`config.mk`:
```
export PLATFORM = sky130hd
export DESIGN_NAME = vptag_tlb
export DESIGN_NICKNAME = d
export VERILOG_FILES = /design/src/rtl/vtlb_pkg.sv /design/src/rtl/vtlb_cmp.sv /design/src/rtl/vtlb_prio.sv /design/src/rtl/vtlb_rr.sv /design/src/rtl/vptag_tlb.sv
export SDC_FILE = /design/constraint.sdc
export NUM_CORES = 2
export LEC_CHECK = 0
export BUFFER_PORTS_ARGS = -buffer_cell sky130_fd_sc_hd__buf_2
export CORE_ASPECT_RATIO = 1.75
export CORE_MARGIN = 2
export CORE_UTILIZATION = 61
export CTS_BUF_LIST = sky130_fd_sc_hd__clkbuf_16
export DETAILED_ROUTE_END_ITERATION = 8
export MAX_ROUTING_LAYER = met4
export PLACE_DENSITY_LB_ADDON = 0.15
export SYNTH_ARGS = -nofsm -noshare
export SYNTH_HDL_FRONTEND = slang
export SYNTH_SLANG_ARGS = --single-unit
```
`constraint.sdc`:
```
create_clock -name clk -period 24 [get_ports clk]
set_clock_uncertainty 0.15 [all_clocks]
set_input_delay 3.6 -clock clk [delete_from_list [all_inputs] [get_ports clk]]
set_output_delay 3.6 -clock clk [all_outputs]
set_load 0.005 [all_outputs]
```
`src/rtl/vtlb_pkg.sv`:
```
// Package: shared constants and the invalidate command encoding for the
// tagged translation cache. Assumes 4 KB base pages, so a 2 MB page spans
// LG_BITS low page-number bits.
package vtlb_pkg;
    localparam int TAG_W   = 16;
    localparam int LG_BITS = 9;
    localparam int PERM_W  = 3;

    typedef enum logic [1:0] {
        INV_NONE = 2'b00,
        INV_ADDR = 2'b01,
        INV_TAG  = 2'b10,
        INV_ALL  = 2'b11
    } inv_op_e;
endpackage

```
`src/rtl/vtlb_cmp.sv`:
```
// Module: compares one stored entry against one query. It reports the
// identifier match and, separately, the page match, which honours the
// entry's size. Assumes the entry fields are stable within the cycle.
module vtlb_cmp #(
    parameter int VPN_W   = 36,
    parameter int TAG_W   = 16,
    parameter int LG_BITS = 9
) (
    input  logic             e_valid,
    input  logic [TAG_W-1:0] e_tag,
    input  logic [VPN_W-1:0] e_vpn,
    input  logic             e_large,
    input  logic [TAG_W-1:0] q_tag,
    input  logic [VPN_W-1:0] q_vpn,
    output logic             tag_hit,
    output logic             page_hit
);
    logic hi_eq;
    logic lo_eq;

    // identifier match counts only for a valid entry
    always_comb tag_hit = e_valid && (e_tag == q_tag);

    // a large entry ignores the low page bits
    always_comb begin
        hi_eq    = (e_vpn[VPN_W-1:LG_BITS] == q_vpn[VPN_W-1:LG_BITS]);
        lo_eq    = (e_vpn[LG_BITS-1:0] == q_vpn[LG_BITS-1:0]);
        page_hit = hi_eq && (e_large || lo_eq);
    end
endmodule

```
`src/rtl/vtlb_prio.sv`:
```
// Module: priority encoder. Returns the lowest set request index and
// whether any request is set. Assumes N is at least 2.
module vtlb_prio #(
    parameter int N = 16,
    localparam int IDX_W = $clog2(N)
) (
    input  logic [N-1:0]     req,
    output logic             any,
    output logic [IDX_W-1:0] idx
);
    // scan from the top so the lowest index is written last
    always_comb begin
        any = 1'b0;
        idx = '0;
        for (int i = N - 1; i >= 0; i--) begin
            if (req[i]) begin
                any = 1'b1;
                idx = IDX_W'(i);
            end
        end
    end
endmodule

```
`src/rtl/vtlb_rr.sv`:
```
// Module: round-robin victim pointer over N slots. It advances by one per
// allocation and wraps. Assumes adv is a defined value whenever rst_n is high.
module vtlb_rr #(
    parameter int N = 16,
    localparam int IDX_W = $clog2(N)
) (
    input  logic             clk,
    input  logic             rst_n,
    input  logic             adv,
    output logic [IDX_W-1:0] ptr
);
    // pointer update with synchronous reset to slot 0
    always_ff @(posedge clk) begin
        if (!rst_n)
            ptr <= '0;
        else if (adv)
            ptr <= (ptr == IDX_W'(N - 1)) ? '0 : ptr + 1'b1;
    end

    // the pointer wraps from the last slot to the first
    a_r9_ptr_wrap: assert property (@(posedge clk) disable iff (!rst_n)
        (adv && ptr == IDX_W'(N - 1)) |=> (ptr == '0));

    // without an allocation the pointer holds
    a_r10_ptr_hold: assert property (@(posedge clk) disable iff (!rst_n)
        !adv |=> $stable(ptr));
endmodule

```
`src/rtl/vptag_tlb.sv`:
```
// Module: fully associative translation cache whose entries are tagged
// with a virtual processor identifier. Lookup is combinational. Fills are
// recorded under act_tag. Invalidates are judged on pre-edge contents and
// win over a fill to the same slot. Assumes a synchronous active-low reset
// before use and PPN_W > LG_BITS.
module vptag_tlb
    import vtlb_pkg::*;
#(
    parameter int N     = 16,
    parameter int VPN_W = 36,
    parameter int PPN_W = 28
) (
    input  logic              clk,
    input  logic              rst_n,
    input  logic [TAG_W-1:0]  act_tag,
    input  logic [VPN_W-1:0]  lk_vpn,
    output logic              lk_hit,
    output logic [PPN_W-1:0]  lk_ppn,
    output logic [PERM_W-1:0] lk_perm,
    output logic              lk_large,
    input  logic              fill_en,
    input  logic [VPN_W-1:0]  fill_vpn,
    input  logic [PPN_W-1:0]  fill_ppn,
    input  logic              fill_large,
    input  logic [PERM_W-1:0] fill_perm,
    input  logic [1:0]        inv_op,
    input  logic [VPN_W-1:0]  inv_vpn
);
    localparam int IDX_W = $clog2(N);

    logic [N-1:0]      valid_q;
    logic [TAG_W-1:0]  tag_q  [N];
    logic [VPN_W-1:0]  vpn_q  [N];
    logic [PPN_W-1:0]  ppn_q  [N];
    logic [N-1:0]      large_q;
    logic [PERM_W-1:0] perm_q [N];

    logic [N-1:0] lk_tag_m, lk_pg_m, fl_tag_m, fl_pg_m, iv_tag_m, iv_pg_m;
    logic [N-1:0] lk_match, fill_dup, kill;

    logic             any_hit;
    logic [IDX_W-1:0] hit_idx;
    logic             dup_any;
    logic [IDX_W-1:0] dup_idx;
    logic [IDX_W-1:0] rr_ptr;
    logic [IDX_W-1:0] fill_tgt;
    logic             alloc;
    inv_op_e          op;

    always_comb op = inv_op_e'(inv_op);

    // per-slot comparators for lookup, fill duplicate search and invalidate
    for (genvar i = 0; i < N; i++) begin : g_slot
        vtlb_cmp #(.VPN_W(VPN_W), .TAG_W(TAG_W), .LG_BITS(LG_BITS)) u_lk (
            .e_valid(valid_q[i]), .e_tag(tag_q[i]), .e_vpn(vpn_q[i]),
            .e_large(large_q[i]), .q_tag(act_tag), .q_vpn(lk_vpn),
            .tag_hit(lk_tag_m[i]), .page_hit(lk_pg_m[i]));
        vtlb_cmp #(.VPN_W(VPN_W), .TAG_W(TAG_W), .LG_BITS(LG_BITS)) u_fl (
            .e_valid(valid_q[i]), .e_tag(tag_q[i]), .e_vpn(vpn_q[i]),
            .e_large(large_q[i]), .q_tag(act_tag), .q_vpn(fill_vpn),
            .tag_hit(fl_tag_m[i]), .page_hit(fl_pg_m[i]));
        vtlb_cmp #(.VPN_W(VPN_W), .TAG_W(TAG_W), .LG_BITS(LG_BITS)) u_iv (
            .e_valid(valid_q[i]), .e_tag(tag_q[i]), .e_vpn(vpn_q[i]),
            .e_large(large_q[i]), .q_tag(act_tag), .q_vpn(inv_vpn),
            .tag_hit(iv_tag_m[i]), .page_hit(iv_pg_m[i]));

        // combine the comparator outputs into per-slot decisions
        always_comb begin
            lk_match[i] = lk_tag_m[i] && lk_pg_m[i];
            fill_dup[i] = fl_tag_m[i] && fl_pg_m[i] && (large_q[i] == fill_large);
            unique case (op)
                INV_ALL:  kill[i] = 1'b1;
                INV_TAG:  kill[i] = iv_tag_m[i];
                INV_ADDR: kill[i] = iv_tag_m[i] && iv_pg_m[i];
                default:  kill[i] = 1'b0;
            endcase
        end
    end

    vtlb_prio #(.N(N)) u_hit_sel (.req(lk_match), .any(any_hit), .idx(hit_idx));
    vtlb_prio #(.N(N)) u_dup_sel (.req(fill_dup), .any(dup_any), .idx(dup_idx));

    // allocate a new slot only when the page is not already present
    always_comb begin
        alloc    = fill_en && !dup_any;
        fill_tgt = dup_any ? dup_idx : rr_ptr;
    end

    vtlb_rr #(.N(N)) u_rr (.clk(clk), .rst_n(rst_n), .adv(alloc), .ptr(rr_ptr));

    // lookup result; a large page passes the low page bits through
    always_comb begin
        lk_hit   = any_hit;
        lk_perm  = perm_q[hit_idx];
        lk_large = large_q[hit_idx];
        if (large_q[hit_idx])
            lk_ppn = {ppn_q[hit_idx][PPN_W-1:LG_BITS], lk_vpn[LG_BITS-1:0]};
        else
            lk_ppn = ppn_q[hit_idx];
    end

    // valid bits: reset clears, invalidate beats fill
    always_ff @(posedge clk) begin
        if (!rst_n) begin
            valid_q <= '0;
        end else begin
            for (int i = 0; i < N; i++) begin
                if (kill[i])
                    valid_q[i] <= 1'b0;
                else if (fill_en && fill_tgt == IDX_W'(i))
                    valid_q[i] <= 1'b1;
            end
        end
    end

    // entry payload written on fill; needs no reset behind the valid bit
    always_ff @(posedge clk) begin
        for (int i = 0; i < N; i++) begin
            if (rst_n && fill_en && fill_tgt == IDX_W'(i)) begin
                tag_q[i]   <= act_tag;
                vpn_q[i]   <= fill_vpn;
                ppn_q[i]   <= fill_ppn;
                large_q[i] <= fill_large;
                perm_q[i]  <= fill_perm;
            end
        end
    end

    // the cycle after reset holds no valid entry
    a_r1_empty_after_reset: assert property (@(posedge clk) disable iff (!rst_n)
        !$past(rst_n) |-> (valid_q == '0));

    // a global invalidate leaves nothing valid
    a_r8_global_clear: assert property (@(posedge clk) disable iff (!rst_n)
        ($past(rst_n) && $past(inv_op) == INV_ALL) |-> (valid_q == '0));

    // with no fill and no invalidate the valid set is unchanged
    a_r4_quiet_keeps: assert property (@(posedge clk) disable iff (!rst_n)
        (op == INV_NONE && !fill_en) |=> $stable(valid_q));

    // a fill adds at most one valid entry
    a_r9_single_alloc: assert property (@(posedge clk) disable iff (!rst_n)
        fill_en |=> ($countones(valid_q) <= $countones($past(valid_q)) + 1));

    // a reported hit comes from a valid entry of the active identifier
    a_r2_hit_own_tag: assert property (@(posedge clk) disable iff (!rst_n)
        lk_hit |-> (valid_q[hit_idx] && tag_q[hit_idx] == act_tag));
endmodule

```
==> key figures <==
Final layout
  – Final Net Count: 5644
  – Commonest non-fill, non-tap cell in the layout: edfxtp_1
  – Finished Core Util: 0.674
  – Most frequent cells in the layout: 1344 x edfxtp_1, 1088 x xor2_1, 913 x xnor2_1, 316 x nor4_1, 281 x mux2i_1
  – Layout area overhead: 9.51%
  – Share of cells above drive strength 1: 0.107

Worst hold path
  – Hold Path End: u_rr.ptr[3]
  – HP Class: flop to flop
  – Worst Hold Launch: u_rr.ptr[3]
  – Hold depth: 2

Floorplanning
  – Die area: 119000 sq um
  – Top Ports: 194
  – Initial core utilization: 0.615
  – Row cnt: 165
  – Chip Height: 456 um
  – Die Width: 262 um
  – Core area: about 120000 sq um

Pwr
  – Sequential power share: 0.515
  – Comb power frac: 0.087
  – Power density over the cells: 65.8 nW/um^2
  – Leak: 0.0259 uW
  – Sw Pwr: ~1200 uW
  – Final Power: 5130 uW
  – Int Power: 3890 uW
  – Sw Share: 0.241
  – Clock power frac: 0.398
  – Maximum VDD drop: 84.9 uV

Setup path
  – R2R cell count: 13
  – Critical path launch point type: input port
  – CP most frequent cell: buf_4
  – Setup crit end kind: output port
  – Worst r2r src: vpn_q[0][18]
  – CP Class: input port to output port
  – Slowest cell on the critical path: xnor2_1
  – CP peak stage delay: 0.85 ns
  – Critical path, cell by cell: buf_2, buf_4, xnor2_1, nand4_1, nor4_1, nand4_1, nor2_1, nand2_1, nand2_1, a21o_4, buf_4, buf_4, mux2i_1, mux2_2, nor2_1, a21oi_1, buf_2
  – CP Data Required Time: 20.25 ns
  – FF-to-FF End: tag_q[0][26]
  – Crit path max fanout: 36
  – Worst R2R Setup Slack: around 17 ns
  – Arrival time at the worst endpoint: 9.64 ns

STA
  – Worst Tran Pin Value: 1.45 ns
  – RSZ-0062 raised after global routing: false
  – Final Cycle Share: 0.558
  – Slew Limit Fails: 0
  – FMAX: between 70 and 80 MHz
  – Slew margin rel.: 0.0288
  – Setup violations, final: 0
  – Tmin final: 13.39 ns
  – Worst Slack Setup Final: 10.61 ns
  – Hold Violations, Final: 0
  – Post-route setup TNS: 0 ns

Drt
  – Vias: 47500
  – DRC viols: 0
  – Drt first pass iters: 6
  – Detail Route Antenna Nets: 0
  – Average wire per standard cell: around 36 um
  – Final WL: 258 mm
  – 1st-iter DRT viols: 5291
  – Via density: between 6 and 7

Global route
  – Overflow left after global routing: 0
  – Largest net degree at the start of global routing: 129
  – Vias in the first global route: 47700
  – First-pass GRT wire length: 357 mm
  – Initial antenna violation count: 19
  – Tot GR Track Use: 0.447

Yosys
  – Library cells used by synthesis: 76
  – Synth Net Count: between 5000 and 6000
  – EDFF count, synth: between 1000 and 1500
  – Synth Register Bits: around 1400
  – Area of the mapped netlist: 71100 sq um
  – Post-Syn Instances: 5348
  – Register area share after synthesis: 0.573
  – Top_reg_cell synth: edfxtp_1
  – Post-Syn Area per Cell: 13.3 sq um
  – YS warnings: 0
  – Ys async rst share: 0

Placed design
  – GPL Wtd Cong: 1.01
  – Post-Place Worst Slack: between 10 and 15 ns
  – Dpl hpwl: 165 mm
  – Number of port buffers: 193

CTS
  – Post-CTS setup buffer count: 0
  – Root Buffer: clkbuf_16
  – Clock buffer count from CTS: 118
  – H-tree levels: 3
  – Worst-Skew Late Latency: 0.80 ns
  – Hold buffers post-CTS: 0
  – Clock Pin Slew Worst Setup and Hold Paths: around 0.080 ns
  – TritonCTS clock tree: built
  – Clock sinks: 1364
  – Post_cts resized: 0
  – Maximum buffer depth of the clock tree: 3

Run status
  – Status: complete, no violations

Job
  – Max Cap Violations: 0
==> power by group through the flow <==
stage	clock, uW	sequential, uW	combinational (uW)
after floorplan	0	2690	244
after global placement	0	2690	420
after detailed placement	0	2690	425
after CTS	2040	2640	427
after global routing	2130	2640	457
final	2040	2640	447
==> worst max-delay path, delay by kind of cell <==
| kind | cells | cell delay, ns |
|---|---|---|
| and+or+nand+nor | 7 | 2.01 |
| buffers and inverters | 5 | 1.83 |
| xor gates and xnor gates | 1 | 0.85 |
| AOI/OAI and AO/OA | 2 | 0.69 |
| muxes | 2 | 0.50 |
==> cells in the mapped netlist, types with 29 or more instances <==
| cell type | instances | area, sq um |
|---|---|---|
| clkbuf_1 | 176 | 661 |
| a31oi_1 | 37 | 231 |
| xor2_1 | 1088 | 9530 |
| a21oi_1 | 66 | 330 |
| mux2i_1 | 281 | 2810 |
| nand4_1 | 243 | 1520 |
| nor2_1 | 93 | 349 |
| a221oi_1 | 29 | 254 |
| nand3_1 | 40 | 200 |
| nand2_1 | 75 | 282 |
| xnor2_1 | 913 | 8000 |
| buf_2 | 108 | 541 |
| or4_1 | 32 | 240 |
| o21ai_0 | 33 | 165 |
| nor3_1 | 84 | 420 |
| edfxtp_1 | 1344 | 40400 |
| a211oi_1 | 44 | 330 |
| nor4_1 | 318 | 1990 |
==> cell families after synthesis <==
kind of cell	count (synthesis)	synth area share
adder cells (fa/ha/maj)	1	0.000176
AO/OA/AOI/OAI	294	0.0286
buffers and inverters	351	0.0219
flip-flops	1364	0.573
XOR/XNOR	2001	0.246
AND/OR/NAND/NOR	1022	0.0846
multiplexers	315	0.0454
==> worst max-delay path by stage <==
stage                 endpoint  slack (ns)  cells past startpoint        start
floorplan           large_q[6]       10.87                     14  act_tag[12]
detailed placement  lk_ppn[20]       10.90                     16    lk_vpn[7]
global route        lk_ppn[26]       10.55                     17   lk_vpn[15]
finish              lk_ppn[20]       10.61                     17   lk_vpn[15]
CTS                 lk_ppn[20]       10.89                     16    lk_vpn[7]
global placement    lk_ppn[26]       10.96                     17   lk_vpn[29]
==> metrics by stage <==
stage	instances	area, sq um	hold slack, ns
5_1_grt	7103	77900	0.400
6_report	7105	77900	0.356
2_1_floorplan	5348	71100	0.305
3_5_place_dp	6864	73700	0.352
4_1_cts	7084	77800	0.352
3_3_place_gp	6864	73700	0.331
==> state kept, by name, indices dropped and copies added (netlist names) <==
register / count
vpn_q: 576
large_q: 16
ppn_q: 448
u_rr.ptr: 4
perm_q: 48
tag_q: 256
valid_q: 16
==> area by class of cell <==
| cell class | instances | area [sq um] |
|---|---|---|
| Fill cell | 8448 | 37700 |
| Tap cell | 1503 | 1880 |
| Timing Repair Buffer | 337 | 2070 |
| Inverter | 28 | 105 |
| Antenna cell | 20 | 50.0 |
| Multi-Input combinational cell | 3633 | 28900 |
| Clock inverter | 100 | 1100 |
| Sequential cell | 1364 | 40800 |
| Clock buffer | 120 | 3000 |
==> per-layer routing <==
metal | track usage | vias to the layer above | wire length, um
met5 | - | - | 0
met4 | 0.391 | 0 | 29800
met3 | 0.120 | 1264 | 24600
met2 | 0.684 | 2961 | 120000
met1 | 0.472 | 23500 | 83400
li1 | - | 19800 | -
(Power assumes the default switching activity.)
